$ cat src/rtl/evt_pkg.sv
package evt_pkg;
  localparam int CFG_W        = 8;
  localparam int CFG_WR_W     = 3;
  localparam int CFG_PERIODIC = 0;
  localparam int CFG_SETVAL   = 1;
  localparam int CFG_NARROW   = 2;
  localparam int CAP_PERIODIC = 4;
  localparam int CAP_WIDE     = 5;

  typedef struct packed {
    logic narrow;
    logic setval;
    logic periodic;
  } chan_mode_t;

  typedef enum logic [1:0] {
    ST_IDLE  = 2'd0,
    ST_ARMED = 2'd1,
    ST_CATCH = 2'd2
  } chan_state_t;
endpackage

$ cat src/rtl/evt_chan_regs.sv
module evt_chan_regs
  import evt_pkg::*;
#(
  parameter int CW = 64,
  localparam int HW = CW / 2
) (
  input  logic                clk,
  input  logic                rst_n,
  input  logic                cfg_we,
  input  logic [CFG_WR_W-1:0] cfg_wdata,
  input  logic                cmp_we,
  input  logic                cmp_hi,
  input  logic [HW-1:0]       cmp_wdata,
  input  logic                reload_we,
  input  logic [CW-1:0]       reload_val,
  output chan_mode_t          mode,
  output logic [CW-1:0]       cmp_q,
  output logic [CW-1:0]       period_q,
  output logic                write_evt,
  output logic [CFG_W-1:0]    cfg_rd
);
  localparam logic [CW-HW-1:0] UPPER_ZERO = '0;

  function automatic logic [CW-1:0] merge_half(input logic [CW-1:0] old,
                                               input logic hi,
                                               input logic narrow,
                                               input logic [HW-1:0] d);
    if (narrow)  return {UPPER_ZERO, d};
    else if (hi) return {d, old[HW-1:0]};
    else         return {old[CW-1:HW], d};
  endfunction

  logic cmp_accept;
  logic [CW-1:0] cmp_merge, period_merge;

  assign cmp_accept   = cmp_we && !(mode.narrow && cmp_hi);
  assign cmp_merge    = merge_half(cmp_q, cmp_hi, mode.narrow, cmp_wdata);
  assign period_merge = merge_half(period_q, cmp_hi, mode.narrow, cmp_wdata);
  assign write_evt    = cfg_we || cmp_accept;

  always_ff @(posedge clk or negedge rst_n) begin
    if (!rst_n) begin
      mode     <= '0;
      cmp_q    <= '1;
      period_q <= '0;
    end else if (cfg_we) begin
      mode.periodic <= cfg_wdata[CFG_PERIODIC];
      mode.setval   <= cfg_wdata[CFG_SETVAL];
      mode.narrow   <= cfg_wdata[CFG_NARROW];
      if (cfg_wdata[CFG_NARROW]) begin
        cmp_q    <= {UPPER_ZERO, cmp_q[HW-1:0]};
        period_q <= {UPPER_ZERO, period_q[HW-1:0]};
      end
    end else if (cmp_accept) begin
      if (!mode.periodic || mode.setval) cmp_q <= cmp_merge;
      if (mode.periodic) period_q <= period_merge;
      mode.setval <= 1'b0;
    end else if (reload_we) begin
      cmp_q <= mode.narrow ? {UPPER_ZERO, reload_val[HW-1:0]} : reload_val;
    end
  end

  always_comb begin
    cfg_rd               = '0;
    cfg_rd[CFG_PERIODIC] = mode.periodic;
    cfg_rd[CFG_SETVAL]   = mode.setval;
    cfg_rd[CFG_NARROW]   = mode.narrow;
    cfg_rd[CAP_PERIODIC] = 1'b1;
    cfg_rd[CAP_WIDE]     = 1'b1;
  end
endmodule

$ cat src/rtl/evt_target_calc.sv
module evt_target_calc #(
  parameter int CW = 64,
  localparam int HW = CW / 2
) (
  input  logic [CW-1:0] count,
  input  logic [CW-1:0] cmp,
  input  logic          narrow,
  input  logic          periodic,
  output logic [CW-1:0] first_tgt,
  output logic [CW-1:0] real_tgt,
  output logic          wrap_first
);
  localparam logic [CW-1:0] WRAP_STEP = {{(CW-HW-1){1'b0}}, 1'b1, {HW{1'b0}}};
  localparam logic [CW-1:0] LOW_ONES  = {{(CW-HW){1'b0}}, {HW{1'b1}}};

  logic [CW-1:0] joined, extended, next_wrap;

  always_comb begin
    joined     = {count[CW-1:HW], cmp[HW-1:0]};
    extended   = (joined < count) ? joined + WRAP_STEP : joined;
    next_wrap  = (count | LOW_ONES) + 1'b1;
    real_tgt   = narrow ? extended : cmp;
    wrap_first = narrow && !periodic && (extended > next_wrap);
    first_tgt  = wrap_first ? next_wrap : real_tgt;
  end
endmodule

$ cat src/rtl/evt_match.sv
module evt_match #(
  parameter int CW = 64
) (
  input  logic [CW-1:0] count,
  input  logic [CW-1:0] tgt,
  input  logic [CW-1:0] period,
  output logic          hit,
  output logic [CW-1:0] sum,
  output logic          sum_reached
);
  logic [CW-1:0] gap_now, gap_next;

  always_comb begin
    gap_now     = count - tgt;
    sum         = tgt + period;
    gap_next    = count - sum;
    hit         = !gap_now[CW-1];
    sum_reached = !gap_next[CW-1];
  end
endmodule

$ cat src/rtl/evt_cmp_channel.sv
module evt_cmp_channel
  import evt_pkg::*;
#(
  parameter int CW = 64,
  localparam int HW = CW / 2
) (
  input  logic                clk,
  input  logic                rst_n,
  input  logic [CW-1:0]       main_count,
  input  logic                glb_en,
  input  logic                cfg_we,
  input  logic [CFG_WR_W-1:0] cfg_wdata,
  input  logic                cmp_we,
  input  logic                cmp_hi,
  input  logic [HW-1:0]       cmp_wdata,
  output logic                fire,
  output logic [CW-1:0]       cmp_rd,
  output logic [CFG_W-1:0]    cfg_rd
);
  chan_mode_t    mode;
  logic [CW-1:0] cmp_q, period_q;
  logic          write_evt;
  logic          reload_we;
  logic [CW-1:0] sum;
  logic          hit, sum_reached;
  logic [CW-1:0] first_tgt, real_tgt;
  logic          wrap_first;

  chan_state_t   st_q;
  logic [CW-1:0] tgt_q, real_q;
  logic          wrap_q, en_q, recalc_q, fire_q;
  logic          periodic_run, active;

  evt_chan_regs #(.CW(CW)) u_regs (
    .clk        (clk),
    .rst_n      (rst_n),
    .cfg_we     (cfg_we),
    .cfg_wdata  (cfg_wdata),
    .cmp_we     (cmp_we),
    .cmp_hi     (cmp_hi),
    .cmp_wdata  (cmp_wdata),
    .reload_we  (reload_we),
    .reload_val (sum),
    .mode       (mode),
    .cmp_q      (cmp_q),
    .period_q   (period_q),
    .write_evt  (write_evt),
    .cfg_rd     (cfg_rd)
  );

  evt_target_calc #(.CW(CW)) u_calc (
    .count      (main_count),
    .cmp        (cmp_q),
    .narrow     (mode.narrow),
    .periodic   (mode.periodic),
    .first_tgt  (first_tgt),
    .real_tgt   (real_tgt),
    .wrap_first (wrap_first)
  );

  evt_match #(.CW(CW)) u_match (
    .count       (main_count),
    .tgt         (tgt_q),
    .period      (period_q),
    .hit         (hit),
    .sum         (sum),
    .sum_reached (sum_reached)
  );

  assign periodic_run = mode.periodic && (period_q != '0);
  assign active       = glb_en && !recalc_q;
  assign reload_we    = active &&
                        (((st_q == ST_ARMED) && hit && !wrap_q && periodic_run) ||
                         (st_q == ST_CATCH));

  always_ff @(posedge clk or negedge rst_n) begin
    if (!rst_n) begin
      st_q     <= ST_IDLE;
      tgt_q    <= '0;
      real_q   <= '0;
      wrap_q   <= 1'b0;
      en_q     <= 1'b0;
      recalc_q <= 1'b0;
      fire_q   <= 1'b0;
    end else begin
      en_q     <= glb_en;
      recalc_q <= glb_en && (!en_q || write_evt);
      fire_q   <= 1'b0;
      if (!glb_en) begin
        st_q   <= ST_IDLE;
        wrap_q <= 1'b0;
      end else if (recalc_q) begin
        tgt_q  <= first_tgt;
        real_q <= real_tgt;
        wrap_q <= wrap_first;
        st_q   <= ST_ARMED;
      end else begin
        case (st_q)
          ST_ARMED: begin
            if (hit) begin
              fire_q <= 1'b1;
              if (wrap_q) begin
                tgt_q  <= real_q;
                wrap_q <= 1'b0;
              end else if (periodic_run) begin
                tgt_q <= sum;
                st_q  <= sum_reached ? ST_CATCH : ST_ARMED;
              end else begin
                st_q <= ST_IDLE;
              end
            end
          end
          ST_CATCH: begin
            tgt_q <= sum;
            if (!sum_reached) st_q <= ST_ARMED;
          end
          default: st_q <= ST_IDLE;
        endcase
      end
    end
  end

  assign fire   = fire_q;
  assign cmp_rd = cmp_q;
endmodule

$ cat config.mk
export PLATFORM = sky130hd
export DESIGN_NAME = evt_cmp_channel
export DESIGN_NICKNAME = d
export VERILOG_FILES = /design/src/rtl/evt_pkg.sv /design/src/rtl/evt_chan_regs.sv /design/src/rtl/evt_target_calc.sv /design/src/rtl/evt_match.sv /design/src/rtl/evt_cmp_channel.sv
export SDC_FILE = /design/constraint.sdc
export NUM_CORES = 1
export LEC_CHECK = 0
export ABC_AREA = 1
export BUFFER_PORTS_ARGS = -buffer_cell sky130_fd_sc_hd__buf_2
export CAP_MARGIN = 20
export CORE_UTILIZATION = 23
export CTS_CLUSTER_DIAMETER = 40
export CTS_CLUSTER_SIZE = 24
export DETAILED_ROUTE_END_ITERATION = 10
export GPL_TIMING_DRIVEN = 0
export PLACE_DENSITY = 0.42
export SLEW_MARGIN = 20
export SYNTH_ARGS = -nofsm -noshare
export SYNTH_HDL_FRONTEND = slang
export SYNTH_SLANG_ARGS = --single-unit
$ cat constraint.sdc
create_clock -name clk -period 10.5 [get_ports clk]
set_input_delay 0.525 -clock clk [delete_from_list [all_inputs] [get_ports clk]]
set_output_delay 0.525 -clock clk [all_outputs]
set_load 0.01 [all_outputs]
Yosys cells after proc, flatten, opt, wreduce, memory -nomap -nowiden. Index checks and enable logic that the tools add are counted.

Reductions and logical operators: 36. Equal/unequal tests: 15. Bitwise logic cells: 1. Add/subtract/negate cells: 5. Muxes and demuxes: 37. $lt $le $gt $ge: 2.

Operator list (number): 64-bit 2-to-1 mux (18); 64-bit one-hot mux with 2 select lines (1); 64-bit subtractor (2); 64-bit by 1-bit adder with 64-bit output (second input constant) (1); 64-bit by 33-bit adder with 64-bit output (second input constant) (1); 64-bit adder (1); 64-bit > comparator (1); 64-bit < comparator (1); 64-bit nonzero test (1); 4-bit AND reduction (5); 2-bit 2-to-1 mux (7); 4-bit != test (second input constant) (3); 1-bit logical AND (11); 1-bit 2-to-1 mux (10); 3-bit != test (second input constant) (3); 3-bit nonzero test (3); 4-bit by 3-bit != test with 1-bit output (second input constant) (2); 1-bit zero test (6); 2-bit nonzero test (3); 1-bit logical OR (4); 2-bit by 1-bit != test with 1-bit output (second input constant) (2); 2-bit one-hot mux with 2 select lines (1); 2-bit AND reduction (2); 3-bit by 1-bit != test with 1-bit output (second input constant) (1); 6 further kinds (6).

Bits of input ports: 105. Output and inout port bits: 73. Logic and storage cells: 110. Register bits after elaboration: 265.

Depth between registers and ports, before layout.
Depth in word-level cells: 10. Depth in mapped cells: 41. Depth with buffers taken out: 41.

Cells and area by module. Synthesis repeated with hierarchy kept, for this count alone.

Cell total of the unflattened synthesis: 3968. Area, all modules: 26412.8 um^2.

Modules (own cells, without submodules): evt_match (area an instance 8124.0 um^2, cells an instance 1418, sequential area each 0.0 um^2, instances 1); evt_cmp_channel (area an instance 7014.2 um^2, cells an instance 821, sequential area each 3353.2 um^2, instances 1); evt_chan_regs (area an instance 6482.5 um^2, cells an instance 846, sequential area each 3358.2 um^2, instances 1); evt_target_calc (area an instance 4792.1 um^2, cells an instance 883, sequential area each 0.0 um^2, instances 1).

Worst setup path before layout. Ideal clock, no wire load.

Kind: input to register. From: input port main_count[32]. To: register tgt_q[10]. Data required time: 10.417 ns. Path slack: 6.237 ns. Stages on the path: 28. Setup time: 0.083 ns. Arrival time: 4.180 ns. Path buffers: 2. Cells stage by stage: ha_1 -> nand3_1 -> nor2_2 -> nand2_2 -> nor2_2 -> nand2_1 -> nor2_2 -> inv_2 -> nor3_1 -> nand4_1 -> nor2_1 -> xor2_1 -> o21ai_1 -> ha_1 -> nand4_1 -> nor4_1 -> inv_1 -> nor4_1 -> nand3_1 -> o311ai_0 -> inv_1 -> nand2_1 -> buf_2 -> nand2_1 -> buf_2 -> o22ai_1 -> nand2_1 -> o21ai_0.

Cells in the longest elaborated chain, start to end: 6. Elaborated cells on any way between the ends: 12. Classes of those cells: add/sub: 3; order compare: 2; eq/ne: 1; mux: 4; reduce/logical: 2.

Ends and longest elaborated chain: from (decl) (line evt_cmp_channel.sv:9) `input logic [CW-1:0] main_count,`; 64-bit by 33-bit adder with 64-bit output or 64-bit < comparator (tied branches) (line evt_target_calc.sv:20) `extended = (joined < count) ? joined + WRAP_STEP : joined;`; 64-bit 2-to-1 mux (line evt_target_calc.sv:20); 64-bit > comparator (line evt_target_calc.sv:23) `wrap_first = narrow && !periodic && (extended > next_wrap);`; 1-bit logical AND (line evt_target_calc.sv:23); 64-bit 2-to-1 mux (line evt_target_calc.sv:24) `first_tgt = wrap_first ? next_wrap : real_tgt;`; 64-bit 2-to-1 mux (line evt_cmp_channel.sv:92) `end else if (recalc_q) begin`; to (signal assigned) (line evt_cmp_channel.sv:93) `tgt_q <= first_tgt;`; to (signal assigned) (line evt_cmp_channel.sv:103) `tgt_q <= real_q;`; to (signal assigned) (line evt_cmp_channel.sv:106) `tgt_q <= sum;`; to (decl) (line evt_cmp_channel.sv:30) `logic [CW-1:0] tgt_q, real_q;`.

Parallel ways exist; a longest one is shown, timed or not. A chain may end at the register's enable or synchronous reset.

Worst setup path after layout.
From: register u_regs.cmp_q[31]. To: register tgt_q[28].

Cells in the longest elaborated chain, start to end: 6. Elaborated cells on any way between the ends: 8. Classes of those cells: add/sub: 1; order compare: 2; mux: 4; reduce/logical: 1.

Ends and longest elaborated chain: from (decl) (line evt_chan_regs.sv:17) `output logic [CW-1:0] cmp_q,`; from (signal assigned) (line evt_chan_regs.sv:51) `cmp_q <= {UPPER_ZERO, cmp_q[HW-1:0]};`; from (signal assigned) (line evt_chan_regs.sv:55) `if (!mode.periodic || mode.setval) cmp_q <= cmp_merge;`; from (signal assigned) (line evt_chan_regs.sv:59) `cmp_q <= mode.narrow ? {UPPER_ZERO, reload_val[HW-1:0]} : reload_val;`; 64-bit by 33-bit adder with 64-bit output or 64-bit < comparator (tied branches) (line evt_target_calc.sv:20); 64-bit 2-to-1 mux (*) (line evt_target_calc.sv:20); 64-bit > comparator (line evt_target_calc.sv:23); 1-bit logical AND (line evt_target_calc.sv:23); 64-bit 2-to-1 mux (*) (line evt_target_calc.sv:24); 64-bit 2-to-1 mux (*) (line evt_cmp_channel.sv:92).

Every way passes the cells marked *; elsewhere a longest branch is shown, timed or not.

==> run summary <==
outcome -> finished with violations
violated checks -> design-rule violations
Synth area leaders -> sky130_fd_sc_hd__dfrtp_1 21%, sky130_fd_sc_hd__nand2_1 16%, sky130_fd_sc_hd__ha_1 13%, sky130_fd_sc_hd__inv_1 7.6%, sky130_fd_sc_hd__dfstp_2 7.1%
top-level I/O count -> 178
gate count of the mapped netlist -> 3481
Placed Instance Area -> 26300 sq um
final standard cell utilization of the core -> 28.0%
P&R area growth vs syn -> 20.8%
count of flip-flops with a built-in enable after synthesis -> 0
total of warnings raised by yosys -> 0
number of synthesized register bits -> 265
number of distinct library cells after synthesis -> 69
Routed WL -> 114000 um
number of antenna violations at the first check in global routing -> 4
most frequent cell after synthesis -> sky130_fd_sc_hd__nand2_1
arrival time at the worst endpoint -> 8.13 ns
root buffer cell -> sky130_fd_sc_hd__clkbuf_16
total non-filler cell area in the finished layout -> 28500 sq um
pin count of the biggest net entering global routing -> 82
routability congestion estimate -> 0.983
buffers added on ports -> 171
Detailed Routing Iterations Pass 1 -> 11
Final Slew Violations -> 0
CP required -> 11.04 ns
number of instances resized during post-cts repair -> 0
post-route clock period utilization -> 72.3%
Chip Height -> 322 um
die width -> 322 um
CTS tree -> built
Placeable Area -> 102000 sq um
initial cell density of the core -> 23.2%
minimum clock period after layout -> 7.59 ns
CP Launch Type -> flop
latest clock arrival within the worst-skew pair -> 0.64 ns
post-detailed-route via-to-cell ratio -> 4.78
Worst Skew -> 0.0212 ns
class of the most critical setup path -> flop to flop
Hold Vio Cnt, Final -> 0
total leakage power -> 14.3 nW
# DRC -> 4
fill count -> 11600
total die area -> 104000 sq um
row cnt -> 117
Hold Crit Class -> primary input to flop
share of layout cells above drive strength 1 -> 12.2%
fraction of post-synthesis cell area in the top cell type by area -> 21.4%
wire length of the first global-routing pass -> 164000 um
most used flip-flop cell after synthesis -> sky130_fd_sc_hd__dfrtp_1
Clock transition at path regs -> 0.05 ns
Worst Setup End Kind -> flop
number of global-route vias before repair -> 24000
mapped cell area -> 23500 sq um
number of maximum-capacitance constraint violations -> 0
leftover overflow at the end of global routing -> 0
Synth Area per Inst -> 6.76 sq um
share of flip-flops with an asynchronous set or reset after synthesis -> 100%
highest clock frequency the design can meet -> 0.132 GHz
final setup vio count -> 0
total number of vias -> 24600
Longest Clk Path Bufs -> 3
Synth top cells by count -> 1030 x sky130_fd_sc_hd__nand2_1, 476 x sky130_fd_sc_hd__inv_1, 312 x sky130_fd_sc_hd__o21ai_0
# clock sinks -> 265
DR WL/cell -> 22.1 um
total number of H-tree levels -> 2
Pwr Density -> 301 nW/um^2
maximum VDD drop -> 0.141 mV
antenna-violating nets left -> 0
CTS buffer count -> 60
overall fraction of global-route tracks in use -> 21.7%
maximum net fanout on the critical path -> 10
pin slew with the least headroom to its limit -> 1.20 ns
max-slew headroom at the worst pin -> 20.3%
dominant cell type by area after synthesis -> sky130_fd_sc_hd__dfrtp_1
RSZ-0062 raised after global routing -> false
hpwl dp -> 93600 um
post-layout net count -> 4072
sequential element share of the synthesized area -> 28.5%
iteration-0 DRC count of the detailed router -> 1893
total negative setup slack -> 0 ns
[cell usage in the layout (no fill, tap or decap), types with 39 or more instances in the layout]
cell and n:
sky130_fd_sc_hd__a21oi_1 197, sky130_fd_sc_hd__buf_2 184, sky130_fd_sc_hd__buf_4 42, sky130_fd_sc_hd__clkbuf_1 101, sky130_fd_sc_hd__clkbuf_16 61, sky130_fd_sc_hd__dfrtp_1 201, sky130_fd_sc_hd__dfstp_2 64, sky130_fd_sc_hd__ha_1 243
sky130_fd_sc_hd__inv_1 476, sky130_fd_sc_hd__nand2_1 1030, sky130_fd_sc_hd__nand3_1 108, sky130_fd_sc_hd__nand4_1 46, sky130_fd_sc_hd__nor2_1 227, sky130_fd_sc_hd__o21ai_0 312, sky130_fd_sc_hd__o22ai_1 39, sky130_fd_sc_hd__xor2_1 49
[power breakdown]
part / leakage (nW) / switching [W] / total, W / internal (W)
Sequential: 3.18 / 0.000343 / 0.00178 / 0.00144
Clock: 1.06 / 0.000686 / 0.00207 / 0.00139
Combinational: 10.1 / 0.00307 / 0.00470 / 0.00163
Total: 14.3 / 0.00410 / 0.00855 / 0.00445
[routing by layer]
metal	up-vias	share of wire, %	global-route usage [%]
met4	4	3.5	8.23
met5	-	0.026	0
met3	169	5.6	3.16
li1	11900	-	-
met1	11800	45	29.1
met2	696	46	35.1
[registers in the layout (all words and copies together) (netlist names), 2 cells and up]
register,count
real_q,64
tgt_q,64
u_regs.cmp_q,64
u_regs.period_q,64
u_regs.cfg_rd,3
st_q,2
[logic make-up after synthesis]
kind of cell	share of synthesized area (%)
and+or+nand+nor	26.6
AOI/OAI and AO/OA	17.9
buffers and inverters	11.0
DFF	28.5
adders and majority gates	13.0
xor gates and xnor gates	2.59
muxes	0.377
other	0.0319
[critical path, stage by stage, from the launching register on]
cell and delay, ns:
sky130_fd_sc_hd__dfstp_2 0.62, sky130_fd_sc_hd__ha_1 0.19, sky130_fd_sc_hd__nand4_1 0.26, sky130_fd_sc_hd__nor3_1 0.30
sky130_fd_sc_hd__inv_1 0.12, sky130_fd_sc_hd__nor4_1 0.30, sky130_fd_sc_hd__o21ai_1 0.23, sky130_fd_sc_hd__nand2_1 0.56
sky130_fd_sc_hd__clkbuf_1 0.52, sky130_fd_sc_hd__o21ai_1 0.18, sky130_fd_sc_hd__ha_1 0.33, sky130_fd_sc_hd__inv_1 0.04
sky130_fd_sc_hd__nor4_1 0.57, sky130_fd_sc_hd__inv_1 0.10, sky130_fd_sc_hd__nor4_1 0.41, sky130_fd_sc_hd__nand3_1 0.41
sky130_fd_sc_hd__o311ai_0 0.40, sky130_fd_sc_hd__inv_1 0.21, sky130_fd_sc_hd__nand2_1 0.12, sky130_fd_sc_hd__buf_2 0.30
sky130_fd_sc_hd__nand2_1 0.45, sky130_fd_sc_hd__buf_2 0.43, sky130_fd_sc_hd__o22ai_1 0.17, sky130_fd_sc_hd__nand2_1 0.09
sky130_fd_sc_hd__o21ai_0 0.13
[final cells by class]
cell class,instances,area [sq um],share of cell area (%)
Clock inverter,42,567,1.99
Multi-Input combinational cell,2575,14300,50.1
Inverter,483,1810,6.37
Timing Repair Buffer,177,991,3.48
Sequential cell,265,6710,23.6
Tap cell,1368,1710,6.02
Buffer,161,781,2.74
Antenna cell,2,5.00,0.0176
Clock buffer,70,1610,5.66
[path summary, 6_finish.rpt]
path	cells past startpoint	startpoint	slack [ns]	endpoint
hold reg to reg	3	en_q$_DFF_PN0_	0.47	recalc_q$_DFF_PN0_
setup reg to reg	24	u_regs.cmp_q[31]$_DFFE_PN1P_	2.91	tgt_q[28]$_DFFE_PN0P_
min in group asynchronous	3	rst_n	0.50	real_q[39]$_DFFE_PN0P_
hold / removal	1	glb_en	0.07	en_q$_DFF_PN0_
max in group asynchronous	5	rst_n	8.90	u_regs.cmp_q[15]$_DFFE_PN1P_
setup / recovery	24	u_regs.cmp_q[31]$_DFFE_PN1P_	2.91	tgt_q[28]$_DFFE_PN0P_
[repair_timing]
| item | in CTS | in global routing |
|---|---|---|
| endpoints found under the setup margin | 0 | 0 |
| hold buffers | 1 | 0 |
| endpoints found under the hold margin | 52 | 0 |
| setup buffers | 0 | 0 |
[through the flow]
step / cells / hold slack [ns] / power [W] / setup WS, ns
2_1_floorplan: 3484 / 0.229 / 0.00486 / 6.24
3_3_place_gp: 5023 / 0.462 / 0.00643 / 2.66
3_5_place_dp: 5028 / 0.468 / 0.00647 / 2.61
4_1_cts: 5141 / 0.0298 / 0.00860 / 2.83
5_1_grt: 5141 / 0.0560 / 0.00929 / 2.47
6_report: 5143 / 0.0704 / 0.00855 / 2.91
Power figures use the tool's default switching activity.
